<file path="src/rtl/irq_aggregator.sv">
module irq_aggregator #(
  parameter int NCHAN = 64,
  parameter int NEVT  = 8,
  parameter int DW    = 32
) (
  input  logic             clk,
  input  logic             rst_n,
  input  logic             wr_en,
  input  logic             wr_sel,
  input  logic [DW-1:0]    wr_data,
  input  logic             rd_sel,
  output logic [DW-1:0]    rd_data,
  input  logic [NEVT-1:0]  evt_pulse,
  input  logic [NCHAN-1:0] loop_hit,
  output logic             irq
);
  localparam int CHW       = $clog2(NCHAN);
  localparam int SUM_BIT   = CHW;
  localparam int EVT_LSB   = 8;
  localparam int LOOP_EN   = NEVT;
  localparam int FORCE_BIT = DW - 1;

  logic [NEVT-1:0]  evt_q;
  logic [NCHAN-1:0] loop_q;
  logic [DW-1:0]    en_q;
  logic [CHW-1:0]   top_idx;
  logic             loop_any;
  logic [NEVT-1:0]  evt_clr;
  logic [NCHAN-1:0] loop_clr;
  logic [DW-1:0]    pend_view;

  wire pend_wr = wr_en & ~wr_sel;
  wire en_wr   = wr_en & wr_sel;

  assign evt_clr = pend_wr ? wr_data[EVT_LSB +: NEVT] : '0;

  always_comb begin
    loop_clr = '0;
    if (pend_wr && wr_data[SUM_BIT])
      loop_clr[wr_data[CHW-1:0]] = 1'b1;
  end

  always_ff @(posedge clk or negedge rst_n) begin
    if (!rst_n) begin
      evt_q  <= '0;
      loop_q <= '0;
      en_q   <= '0;
    end else begin
      evt_q  <= (evt_q & ~evt_clr) | evt_pulse;
      loop_q <= (loop_q & ~loop_clr) | loop_hit;
      if (en_wr) en_q <= wr_data;
    end
  end

  always_comb begin
    top_idx = '0;
    for (int c = 0; c < NCHAN; c++)
      if (loop_q[c]) top_idx = CHW'(c);
  end

  assign loop_any = |loop_q;

  always_comb begin
    pend_view                    = '0;
    pend_view[EVT_LSB +: NEVT]   = evt_q;
    pend_view[SUM_BIT]           = loop_any;
    pend_view[CHW-1:0]           = top_idx;
  end

  assign rd_data = rd_sel ? en_q : pend_view;
  assign irq = (|(evt_q & en_q[NEVT-1:0])) | (loop_any & en_q[LOOP_EN]) | en_q[FORCE_BIT];
endmodule


</file>
<file path="config.mk">
export PLATFORM = sky130hd
export DESIGN_NAME = irq_aggregator
export DESIGN_NICKNAME = d
export VERILOG_FILES = /design/src/rtl/irq_aggregator.sv
export SDC_FILE = /design/constraint.sdc
export NUM_CORES = 1
export LEC_CHECK = 0
export ABC_AREA = 0
export BUFFER_PORTS_ARGS = -buffer_cell sky130_fd_sc_hd__buf_2
export CAP_MARGIN = 20
export CORE_MARGIN = 2
export CORE_UTILIZATION = 40
export CTS_BUF_LIST = sky130_fd_sc_hd__clkbuf_16
export DETAILED_ROUTE_END_ITERATION = 8
export PLACE_DENSITY = 0.69
export SLEW_MARGIN = 20
export SYNTH_ARGS = -nofsm -noshare
export SYNTH_HDL_FRONTEND = slang
export SYNTH_SLANG_ARGS = --single-unit
export TNS_END_PERCENT = 1
</file>
<file path="constraint.sdc">
create_clock -name clk -period 4.9 [get_ports clk]
set_input_delay 0.98 -clock clk [delete_from_list [all_inputs] [get_ports clk]]
set_output_delay 0.98 -clock clk [all_outputs]
set_load 0.01 [all_outputs]
</file>
==> results.sh <==
export IMPL_finalCriticalPeriod_ps=3670
export IMPL_final_layout_size_suffix_gt1_frac=0.323
export IMPL_ant_nets=0
export IMPL_portBuffers=141
export IMPL_syn_inst=511
export IMPL_p_sw_frac=0.244
export IMPL_num_rows=41
export IMPL_die_w_um=117
export IMPL_slew_viol_final=0
export IMPL_critPathKind="reg -> out"
export IMPL_power_mw=1.85
export IMPL_hold_path_class="reg -> reg"
export IMPL_ys_seq_area_frac=0.507
export IMPL_relSlewSlack=0.403
export IMPL_leakage_nw=2.44
export IMPL_first_iter_violations=376
export IMPL_layout_common_cells="buf_2 (140), dfrtp_1 (104), nand2_1 (85)"
export IMPL_seq_power_share=0.501
export IMPL_initial_core_util=0.409
export IMPL_arrival_ps=2690
export IMPL_p_int_mw=1.40
export IMPL_pwr_share_comb=0.123
export IMPL_cts_hold_buf=0
export IMPL_fmax_mhz=273
export IMPL_place_gp_congestion=0.889
export IMPL_drc=0
export IMPL_ys_ff_latch=104
export IMPL_fillers=1199
export IMPL_wirelength_um=15000
export IMPL_outcome="complete, no violations"
export IMPL_fin_skew_ps=0
export IMPL_dieArea_mm2=0.0138
export IMPL_grt_pass1_vias=4715
export IMPL_period_share=0.749
export IMPL_path_clk_slew_ps=60
export IMPL_cts_max_level=3
export IMPL_clock_insertion_delay_worst_skew_ps=350
export IMPL_cts_tree="done"
export IMPL_mappedNetlistNets=620
export IMPL_async_flop_share=1.00
export IMPL_end_kind="output port"
export IMPL_numClockSinks=104
export IMPL_dr_pass1_iters=5
export IMPL_cts_setup_buffers=0
export IMPL_clock_power_share=0.376
export IMPL_vias_per_cell=5.42
export IMPL_grt_first_pass_wirelength_um=24000
export IMPL_post_cts_resized=0
export IMPL_syn2layout_area_growth_pct=23.1
export IMPL_crit_path_start_kind="register"
export IMPL_worst_pin_slew_ps=893
export IMPL_clock_path_buffers=2
export IMPL_vias=4458
export IMPL_cts_buffers=9
export IMPL_synth_top_cell_by_area="dfrtp_1"
export IMPL_synth_edf_count=0
export IMPL_cts_root_buf="clkbuf_16"
export IMPL_antenna_found_initial=0
export IMPL_grt_use_total=0.225
export IMPL_maxCapViolCount=0
export IMPL_layout_nets=756
export IMPL_final_common_cell="buf_2"
export IMPL_grt_max_degree=81
export IMPL_dp_hpwl_um=11000
export IMPL_ys_types=45
export IMPL_ir_drop_v=0.000223
export IMPL_hold_viol=0
export IMPL_core_area_mm2=0.0126
export IMPL_synthFlopType="dfrtp_1"
export IMPL_path_max_fanout=5
export IMPL_yosys_warnings=0
export IMPL_rsz0062_at_grt="false"
export IMPL_synthTopCellsByArea="dfrtp_1 (51%), a21o_1 (10%), mux2_2 (9.0%)"
export IMPL_ios=142
export IMPL_antenna_cells=0
export IMPL_p_sw_mw=0.452
export IMPL_setup_tns_final_ps=0
export IMPL_synth_top_area_frac=0.507
export IMPL_power_density_mw_per_mm2=293
export IMPL_cp_required_ps=3920
export IMPL_synthesis_area_mm2=0.00514
export IMPL_finalSetupViolCount=0
export IMPL_syn_avg_cell_area_um2=10.1
export IMPL_die_h_um=117
export IMPL_overflow=0
export IMPL_wire_per_inst_um=18.2
cell type report:
class                      count  area [um^2]  area share
tap                          172          215      0.0340
clock buffer                   9          225      0.0356
multi-input combinational    374         2420       0.384
sequential                   104         2600       0.412
inverter                      12         45.0     0.00712
timing repair buffer         146          758       0.120
clock inverter                 6         51.3     0.00811
routing by layer:
layer | track usage | wire length, um
met2 | 0.368 | 7020
met1 | 0.276 | 6250
met4 | 0.0843 | 469
met3 | 0.0759 | 1260
met5 | 0 | 0
synthesized netlist by cell type (2+ instances only):
library cell,instances
dfrtp_1,104
nor2_1,36
nor3b_1,5
nand2b_1,3
nor4_1,11
o21ai_0,8
mux2_2,41
inv_1,12
a31oi_1,3
clkbuf_1,18
o21bai_1,2
a21o_2,2
nor2b_1,8
o41ai_1,2
buf_1,3
a221oi_1,3
and3b_1,4
o211ai_1,2
nand3_1,5
or4_1,2
a21o_1,71
nor3_1,16
and2_1,17
o31ai_1,4
nand2_1,85
a2111oi_0,3
or3_1,3
a21oi_1,12
or2_2,2
and3_1,6
a32oi_1,3
or4_4,2
state kept, by name, indices dropped and copies added (netlist names):
name    count
evt_q       8
loop_q     64
en_q       32
path summary, 6_finish.rpt:
check                                start          to  slack [ps]  cells past startpoint
worst max-delay path            loop_q[19]  rd_data[6]        1230                      6
worst min-delay path             loop_q[0]   loop_q[0]         500                      1
worst max register to register     en_q[4]     en_q[4]        4110                      1
worst min register to register   loop_q[0]   loop_q[0]         500                      1
max in group asynchronous            rst_n  loop_q[29]        3540                      2
min in group asynchronous            rst_n  loop_q[12]         590                      1
power groups by stage:
| stage | combinational, mW | sequential [mW] | clock [mW] |
|---|---|---|---|
| after floorplan | 0.114 | 0.935 | 0 |
| after global placement | 0.224 | 0.941 | 0 |
| after detailed placement | 0.228 | 0.946 | 0 |
| after CTS | 0.229 | 0.930 | 0.717 |
| after global routing | 0.251 | 0.934 | 0.756 |
| final | 0.228 | 0.929 | 0.696 |
stage by stage:
stage	std cells	hold slack (ps)	worst slack, ps	instance area, um^2	util
2_1_floorplan	511	450	1650	5140	-
3_3_place_gp	807	465	1330	6010	0.478
3_5_place_dp	807	475	1340	6020	0.479
4_1_cts	822	498	1200	6290	0.501
5_1_grt	823	517	1050	6320	0.503
6_report	823	499	1230	6320	0.503
worst max-delay path, cell delays in order, from the launching register on:
cell	delay (ps)
dfrtp_1	430
or4_4	560
nor4_2	240
nand2_1	110
or4b_1	550
mux2_2	290
buf_2	140
kinds of logic after synthesis:
| family | count (synthesis) | share of synthesized area |
|---|---|---|
| flops | 104 | 0.507 |
| simple gates | 210 | 0.201 |
| mux | 41 | 0.0899 |
| compound gates | 123 | 0.178 |
| buf+inv | 33 | 0.0241 |
No activity file was read; power rests on OpenSTA's default activity.
